[src/rtl/rbd_pkg.sv]
package rbd_pkg;

  typedef enum logic {
    ST_SEND  = 1'b0,
    ST_TOKEN = 1'b1
  } rbd_state_e;

endpackage

[src/rtl/rbd_unit_ptr.sv]
module rbd_unit_ptr #(
  parameter int N_UNITS = 4,
  localparam int PTR_W = (N_UNITS > 1) ? $clog2(N_UNITS) : 1
) (
  input  logic             clk,
  input  logic             rst_n,
  input  logic             adv_i,
  output logic [PTR_W-1:0] ptr_o
);

  localparam logic [PTR_W-1:0] LAST_IDX = PTR_W'(N_UNITS - 1);

  logic [PTR_W-1:0] ptr_q;
  logic [PTR_W-1:0] ptr_n;

  always_comb begin
    ptr_n = ptr_q;
    if (adv_i) begin
      if (ptr_q == LAST_IDX) ptr_n = '0;
      else                   ptr_n = ptr_q + PTR_W'(1);
    end
  end

  always_ff @(posedge clk or negedge rst_n) begin
    if (!rst_n)     ptr_q <= '0;
    else if (adv_i) ptr_q <= ptr_n;
  end

  assign ptr_o = ptr_q;


  ptr_step_chk: assert property (@(posedge clk) disable iff (!rst_n)
    adv_i |=> ptr_q == (($past(ptr_q) == LAST_IDX) ? '0 : ($past(ptr_q) + PTR_W'(1))));


  ptr_hold_chk: assert property (@(posedge clk) disable iff (!rst_n)
    !adv_i |=> $stable(ptr_q));

endmodule

[src/rtl/rbd_batch_count.sv]
module rbd_batch_count #(
  parameter int CNT_W = 4
) (
  input  logic             clk,
  input  logic             rst_n,
  input  logic             clr_i,
  input  logic             item_done_i,
  input  logic [CNT_W-1:0] size_i,
  output logic             full_o,
  output logic             empty_o
);

  logic [CNT_W-1:0] cnt_q;
  logic [CNT_W-1:0] cnt_n;
  logic [CNT_W:0]   eff_size;
  logic [CNT_W:0]   cnt_inc;
  logic             cnt_en;

  always_comb begin
    eff_size = (size_i == '0) ? (CNT_W+1)'(1) : {1'b0, size_i};
    cnt_inc  = {1'b0, cnt_q} + (CNT_W+1)'(1);
    full_o   = item_done_i && (cnt_inc >= eff_size);
    empty_o  = (cnt_q == '0);
    cnt_en   = clr_i || item_done_i;
    if (clr_i) cnt_n = '0;
    else       cnt_n = cnt_inc[CNT_W-1:0];
  end

  always_ff @(posedge clk or negedge rst_n) begin
    if (!rst_n)      cnt_q <= '0;
    else if (cnt_en) cnt_q <= cnt_n;
  end

endmodule

[src/rtl/rbd_seq_ctrl.sv]
module rbd_seq_ctrl
  import rbd_pkg::*;
(
  input  logic clk,
  input  logic rst_n,
  input  logic in_valid_i,
  input  logic in_last_i,
  input  logic flush_i,
  input  logic sel_ready_i,
  input  logic batch_full_i,
  input  logic batch_empty_i,
  output logic in_ready_o,
  output logic sel_valid_o,
  output logic tok_o,
  output logic item_done_o,
  output logic adv_o
);

  rbd_state_e state_q, state_n;
  logic       mid_q, mid_n;
  logic       pend_q, pend_n;
  logic       boundary_hold;
  logic       send_ok;
  logic       fire;
  logic       tok_fire;
  logic       drop_flush;

  always_comb begin
    boundary_hold = pend_q && !mid_q;
    send_ok       = (state_q == ST_SEND) && !boundary_hold;
    in_ready_o    = send_ok && sel_ready_i;
    fire          = in_valid_i && in_ready_o;
    item_done_o   = fire && in_last_i;
    tok_o         = (state_q == ST_TOKEN);
    tok_fire      = tok_o && sel_ready_i;
    adv_o         = tok_fire;
    sel_valid_o   = tok_o || (send_ok && in_valid_i);
    drop_flush    = (state_q == ST_SEND) && boundary_hold && batch_empty_i;
  end

  always_comb begin
    state_n = state_q;
    case (state_q)
      ST_SEND: begin
        if (item_done_o && batch_full_i)        state_n = ST_TOKEN;
        else if (boundary_hold && !batch_empty_i) state_n = ST_TOKEN;
      end
      ST_TOKEN: begin
        if (tok_fire) state_n = ST_SEND;
      end
      default: state_n = ST_SEND;
    endcase
    mid_n  = fire ? !in_last_i : mid_q;
    pend_n = (tok_fire || drop_flush) ? flush_i : (pend_q || flush_i);
  end

  always_ff @(posedge clk or negedge rst_n) begin
    if (!rst_n) begin
      state_q <= ST_SEND;
      mid_q   <= 1'b0;
      pend_q  <= 1'b0;
    end else begin
      state_q <= state_n;
      if (fire) mid_q <= mid_n;
      pend_q  <= pend_n;
    end
  end


  mid_no_tok_chk: assert property (@(posedge clk) disable iff (!rst_n)
    mid_q |-> !tok_o);


  tok_after_full_chk: assert property (@(posedge clk) disable iff (!rst_n)
    (item_done_o && batch_full_i) |=> tok_o);

endmodule

[src/rtl/rr_batch_dist.sv]
module rr_batch_dist #(
  parameter int N_UNITS = 4,
  parameter int DATA_W  = 16,
  parameter int CNT_W   = 4
) (
  input  logic               clk,
  input  logic               rst_n,
  input  logic [CNT_W-1:0]   batch_size,
  input  logic               flush,
  input  logic               in_valid,
  output logic               in_ready,
  input  logic [DATA_W-1:0]  in_data,
  input  logic               in_last,
  output logic [N_UNITS-1:0] out_valid,
  input  logic [N_UNITS-1:0] out_ready,
  output logic [DATA_W-1:0]  out_data,
  output logic               out_tok
);

  localparam int PTR_W = (N_UNITS > 1) ? $clog2(N_UNITS) : 1;

  logic [PTR_W-1:0] ptr;
  logic             sel_ready;
  logic             sel_valid;
  logic             tok;
  logic             item_done;
  logic             adv;
  logic             batch_full;
  logic             batch_empty;

  rbd_unit_ptr #(.N_UNITS(N_UNITS)) ptr_i (
    .clk   (clk),
    .rst_n (rst_n),
    .adv_i (adv),
    .ptr_o (ptr)
  );

  rbd_batch_count #(.CNT_W(CNT_W)) cnt_i (
    .clk         (clk),
    .rst_n       (rst_n),
    .clr_i       (adv),
    .item_done_i (item_done),
    .size_i      (batch_size),
    .full_o      (batch_full),
    .empty_o     (batch_empty)
  );

  rbd_seq_ctrl ctrl_i (
    .clk           (clk),
    .rst_n         (rst_n),
    .in_valid_i    (in_valid),
    .in_last_i     (in_last),
    .flush_i       (flush),
    .sel_ready_i   (sel_ready),
    .batch_full_i  (batch_full),
    .batch_empty_i (batch_empty),
    .in_ready_o    (in_ready),
    .sel_valid_o   (sel_valid),
    .tok_o         (tok),
    .item_done_o   (item_done),
    .adv_o         (adv)
  );

  assign sel_ready = out_ready[ptr];

  for (genvar k = 0; k < N_UNITS; k++) begin : g_lane
    assign out_valid[k] = sel_valid && (ptr == PTR_W'(k));
  end

  assign out_data = tok ? '0 : in_data;
  assign out_tok  = tok;


  onehot_valid_chk: assert property (@(posedge clk) disable iff (!rst_n)
    $onehot0(out_valid));


  tok_blocks_input_chk: assert property (@(posedge clk) disable iff (!rst_n)
    out_tok |-> !in_ready);


  tok_hold_chk: assert property (@(posedge clk) disable iff (!rst_n)
    (out_tok && ((out_valid & out_ready) == '0)) |=> (out_tok && $stable(out_valid)));

endmodule

[config.mk]
export PLATFORM = sky130hd
export DESIGN_NAME = rr_batch_dist
export DESIGN_NICKNAME = d
export VERILOG_FILES = /design/src/rtl/rbd_pkg.sv /design/src/rtl/rbd_unit_ptr.sv /design/src/rtl/rbd_batch_count.sv /design/src/rtl/rbd_seq_ctrl.sv /design/src/rtl/rr_batch_dist.sv
export SDC_FILE = /design/constraint.sdc
export NUM_CORES = 1
export LEC_CHECK = 0
export BUFFER_PORTS_ARGS = -buffer_cell sky130_fd_sc_hd__buf_2
export CORE_ASPECT_RATIO = 0.9
export CORE_MARGIN = 2
export CORE_UTILIZATION = 45
export CTS_CLUSTER_DIAMETER = 60
export DETAILED_ROUTE_END_ITERATION = 8
export PLACE_DENSITY = 0.92
export SLEW_MARGIN = 20
export SYNTH_ARGS = -nofsm -noshare
export SYNTH_HDL_FRONTEND = slang
export SYNTH_SLANG_ARGS = --single-unit
[constraint.sdc]
create_clock -name clk -period 3 [get_ports clk]
set_input_delay 0.6 -clock clk [delete_from_list [all_inputs] [get_ports clk]]
set_output_delay 0.6 -clock clk [all_outputs]
set_load 0.01 [all_outputs]
**Word-level counts from Yosys, hierarchy flattened**

Cells that the tools add are included.

- Memories: 0
- Register bits after elaboration: 9
- Bits of input ports: 29
- Word-level logic and storage cells: 51
- Output and inout port bits: 22
- Bits in read-only memories: 0
- RAM bits: 0
- Latch bits: 0

- Shift-type cells: 0
- Reductions and logical operators: 27
- Bitwise gates (word level): 1
- Divide/modulo/power cells: 0
- Add/sub/neg operators: 2
- $lt $le $gt $ge: 2
- Multiplexer cells: 11
- $mul: 0
- Equal/unequal tests: 3

Operators with widths:

| cell | number |
|---|---|
| logical AND 1 bit | 16 |
| 2-to-1 mux 16 bit | 1 |
| logical NOT 4 bit | 2 |
| 2-to-1 mux 4 bit | 2 |
| adder 4 x 1 -> 5 bit, second input constant | 1 |
| >= comparator 5 bit | 1 |
| 2-to-1 mux 1 bit | 5 |
| == test 2 bit, second input constant | 2 |
| logical NOT 1 bit | 4 |
| logical OR 1 bit | 4 |
| less-than comparator 2 x 3 -> 1 bit, second input constant | 1 |
| adder 2 x 1 -> 2 bit, second input constant | 1 |
| binary-select mux 1 bit (select 2 bit) | 1 |
| == test 2 x 1 -> 1 bit, second input constant | 1 |
| logical NOT 2 bit | 1 |
| 2-to-1 mux 2 bit | 1 |
| one-hot mux 1 bit (2 select lines) | 1 |
| NOT 1 bit | 1 |

**Logic depth before layout (Yosys ltp)**

- Depth in word-level cells: 11
- Gate-level depth with buffers: 7
- Mapped depth without buffers: 7

**By module**

From an unflattened synthesis, not the netlist that was laid out.

- Cells, all modules: 84
- Area, all modules: 779.5 sq um

By module, submodules not included:

| module | area an instance (sq um) | times used | cells each | seq. area each (sq um) |
|---|---|---|---|---|
| rbd_batch_count | 339.1 | 1 | 38 | 100.1 |
| rbd_seq_ctrl | 181.4 | 1 | 18 | 75.1 |
| rr_batch_dist | 165.2 | 1 | 22 | 0.0 |
| rbd_unit_ptr | 93.8 | 1 | 6 | 50.0 |

**Least setup slack after synthesis**

OpenSTA, ideal clock, no wires.

- Kind: input-to-output
- Start: input port out_ready[3]
- End: output port in_ready
- Setup slack: 1.108 ns
- Cell stages on the path: 2
- Path buffers: 0
- Data arrival time: 1.292 ns
- Required time: 2.400 ns
- Path through: mux4_2 nor3b_1

- Longest elaborated chain between the ends: 3

RTL lines:

| item | line | RTL |
|---|---|---|
| start, declared | rr_batch_dist.sv:15 | `input logic [N_UNITS-1:0] out_ready,` |
| binary-select mux 1 bit (select 2 bit) | rr_batch_dist.sv:64 | `assign sel_ready = out_ready[ptr];` |
| 2-to-1 mux 1 bit (not written as such) | rr_batch_dist.sv:64 |  |
| logical AND 1 bit | rbd_seq_ctrl.sv:31 | `in_ready_o = send_ok && sel_ready_i;` |
| end, declared | rr_batch_dist.sv:11 | `output logic in_ready,` |

No other way between the ends. The select of a mux whose other input is x is not followed.

**Final worst setup path**

- Start: register ptr_i.ptr_q[0], in the netlist ptr_i.ptr_o[0]
- End: output port in_ready

- Longest elaborated chain between the ends: 3

RTL lines:

| item | line | RTL |
|---|---|---|
| start, declared | rbd_unit_ptr.sv:13 | `logic [PTR_W-1:0] ptr_q;` |
| start signal, assigned | rbd_unit_ptr.sv:26 | `else if (adv_i) ptr_q <= ptr_n;` |
| binary-select mux 1 bit (select 2 bit) | rr_batch_dist.sv:64 |  |
| 2-to-1 mux 1 bit (not written as such) | rr_batch_dist.sv:64 |  |
| logical AND 1 bit | rbd_seq_ctrl.sv:31 |  |

No other way between the ends. The select of a mux whose other input is x is not followed.

==> results.yml <==
power:
  clockPowerShare_pct: 12.0
  p_sw_mw: 0.357
  p_total_mw: 0.788
  power.share.sequential_pct: 30.3
  p_leak_nw: 0.610
  power_frac_comb_pct: 57.7
  vdd_ir_drop_max_uv: 472
  p_int_mw: 0.431
  p_sw_share_pct: 45.3
  cellPowerDensity_nw_per_um2: 711
worst_hold_path:
  hold_path_class: "in2async"
placement:
  place_hpwl_mm: 1.92
  place_area_um2: 1080
  gp_congestion: 0.844
  io_buffers: 50
worst_setup_path:
  cpLargestDelayFamily: "multiplexers"
  crit_type: "reg2out"
  worst-r2r-cell-count: 4
  cp.arrival_ns: 1.65
  crit_path_start_kind: "flop"
  rrSetupSlack_ns: 1.21
  cp.required_ns: 2.40
  slowest_stage: "mux4_2"
  rr_endpoint: "ctrl_i.tok_o"
  crit_chain: "mux4_2 > nor3b_1 > buf_2"
  endpoint_kind: "output pin"
  cp_max_fo: 5
  timing.rr.start: "ctrl_i.tok_o"
  max_stage_delay_ns: 0.60
  path_buf_inv: 1
route:
  drc: 0
  drt-pass1-iter-count: 6
  wl_per_cell_um: 13.4
  antenna_left: 0
  drt-vias-per-instance: 5.16
  vias: 867
  drtIter0Drc: 15
  routed_wl_mm: 2.26
synthesis:
  ys_seq_area_share_pct: 27.9
  ys_types: 31
  ys_warn_count: 0
  synthMuxAreaShare_pct: 5.27
  synth_compound_area_share_pct: 12.6
  synth-seq-cells: 9
  synthAdderAreaFrac_pct: 15.5
  postSynthCellCount: 92
  yosys.area_share.simple_pct: 31.9
  synth_top_family_by_area: "simple AND/OR/NAND/NOR gates"
  synthXorXnorAreaFrac_pct: 2.17
  synthesis.area_um2: 807
  syn-num-nets: 131
  avgSynthCellArea_um2: 8.77
global_routing:
  first_global_vias: 861
  grt.total_usage_pct: 22.1
  grt_max_degree: 26
  antenna_found_initial: 0
  grt_pass1_wl_mm: 3.61
  globalRoute.totalOverflow: 0
clock_tree:
  clockRootBuffer: "clkbuf_4"
  ctsHoldBuffers: 0
  cts_inserted_buffers: 3
  clk_pin_slew_ns: 0.06
  cts-htree-levels: 1
  cts.path.max_buffers: 2
  cts.sinks: 9
  cts_tree: "yes"
  insertion_delay_ns: 0.27
  cts.repair.resized: 0
  post_cts_buffers: 0
sta:
  min_period_ns: 2.25
  slew_viol_final: 0
  setup_tns_ns: 0
  hold_viol: 0
  hold_slack_ns: 0.165
  min_period_over_period_pct: 75.0
  max_clock_freq_mhz: 444
  slew_headroom_pct: 55.4
  fin_skew_ns: 0.00301
  worst_slew_pin_slew_ns: 0.670
  rsz0062_at_grt: "false"
  setup_violations: 0
floorplanning:
  fp.dieArea_um2: 2150
  start_util_pct: 48.0
  num_rows: 14
  ios: 51
  die_w_um: 48.6
  die_height_um: 44.2
  core_area_um2: 1680
outcome:
  status: "finished, final reports clean"
finish:
  antennaDiodeCount: 0
  mostFrequentLayoutCell: "buf_2"
  final_nets: 184
  mostFrequentLayoutCells: "50 x buf_2, 21 x nor2b_1, 10 x ha_1"
  area_delta_synth_final_pct: 37.2
  post-route-cell-area_um2: 1110
  final_layout_size_suffix_gt1_share_pct: 41.0
flow_run:
  drv_cap: 0
==> registers in the layout, summed over array words and instances (netlist names) <==
register	count
ctrl_i.tok_o	1
cnt_i.cnt_q	4
ctrl_i.pend_q	1
ptr_i.ptr_o	2
ctrl_i.mid_q	1
==> synth_stat cells, drive strengths merged <==
| cell type | number | area (µm²) |
|---|---|---|
| and2 | 1 | 6.26 |
| nor2 | 1 | 3.75 |
| nor2b | 21 | 131 |
| nand3 | 5 | 30.0 |
| nand2b | 2 | 12.5 |
| xor2 | 1 | 8.76 |
| a211oi | 1 | 7.51 |
| o211ai | 1 | 7.51 |
| inv | 8 | 30.0 |
| nand2 | 4 | 15.0 |
| a21oi | 3 | 15.0 |
| o21ai | 8 | 40.0 |
| and3 | 1 | 6.26 |
| clkbuf | 2 | 7.51 |
| a2bb2oi | 1 | 8.76 |
| o21bai | 1 | 7.51 |
| or3 | 1 | 6.26 |
| a31oi | 1 | 6.26 |
| dfrtp | 9 | 225 |
| and3b | 1 | 12.5 |
| ha | 10 | 125 |
| nor3 | 1 | 5.00 |
| xnor2 | 1 | 8.76 |
| mux2i | 2 | 20.0 |
| mux4 | 1 | 22.5 |
| or4b | 1 | 10.0 |
| nand3b | 1 | 11.3 |
| a31o | 1 | 8.76 |
| nor3b | 1 | 7.51 |
==> logic make-up after synthesis <==
family,count (synthesis)
AOI/OAI and AO/OA,17
muxes,3
adders and majority gates,10
DFF,9
buffers and inverters,10
xor gates and xnor gates,2
and+or+nand+nor,41
==> through the flow <==
step           worst slack (ns)  cells  utilization (%)
2_1_floorplan              1.11     92                -
3_3_place_gp              0.870    164             64.2
3_5_place_dp              0.818    164             64.2
4_1_cts                   0.738    168             65.8
5_1_grt                   0.692    168             65.8
6_report                  0.750    168             65.8
==> worst register-to-register path: stages (launching register included) <==
cell      delay [ns]
dfrtp_1         0.63
or4b_1          0.61
o21ai_0         0.12
o211ai_1        0.13
and3_1          0.19
==> layout make-up <==
cell class,count,area [µm²]
Clock buffer,3,22.5
Clock inverter,1,5.00
Fill cell,149,574
Inverter,8,30.0
Multi-Input combinational cell,73,544
Sequential cell,9,225
Tap cell,24,30.0
Timing Repair Buffer,50,250
==> worst max path at each step <==
stage,start,endpoint,slack [ns],cells after the start
2_1_floorplan,out_ready[3],in_ready,1.11,2
3_3_place_gp,out_ready[3],in_ready,0.87,4
3_5_place_dp,out_ready[3],in_ready,0.82,4
4_1_cts,ptr_i.ptr_o[0],in_ready,0.74,3
5_1_grt,ptr_i.ptr_o[0],in_ready,0.69,3
6_report,ptr_i.ptr_o[0],in_ready,0.75,3
==> power by group through the flow <==
stage	sequential [mW]	clock (mW)	combinational, mW
after CTS	0.238	0.0961	0.452
after detailed placement	0.240	0	0.449
after floorplan	0.215	0	0.315
after global routing	0.248	0.106	0.504
final	0.239	0.0945	0.454
after global placement	0.234	0	0.417
==> per-layer routing <==
metal  GRT usage (%)  wire, µm  vias up
met5               0         0        -
met4            13.1        82        0
met3            8.78       174       13
met2            40.8      1200       44
met1            21.2       794      392
li1                -         -      418
Note: power is estimated with default switching activity, not from simulation.
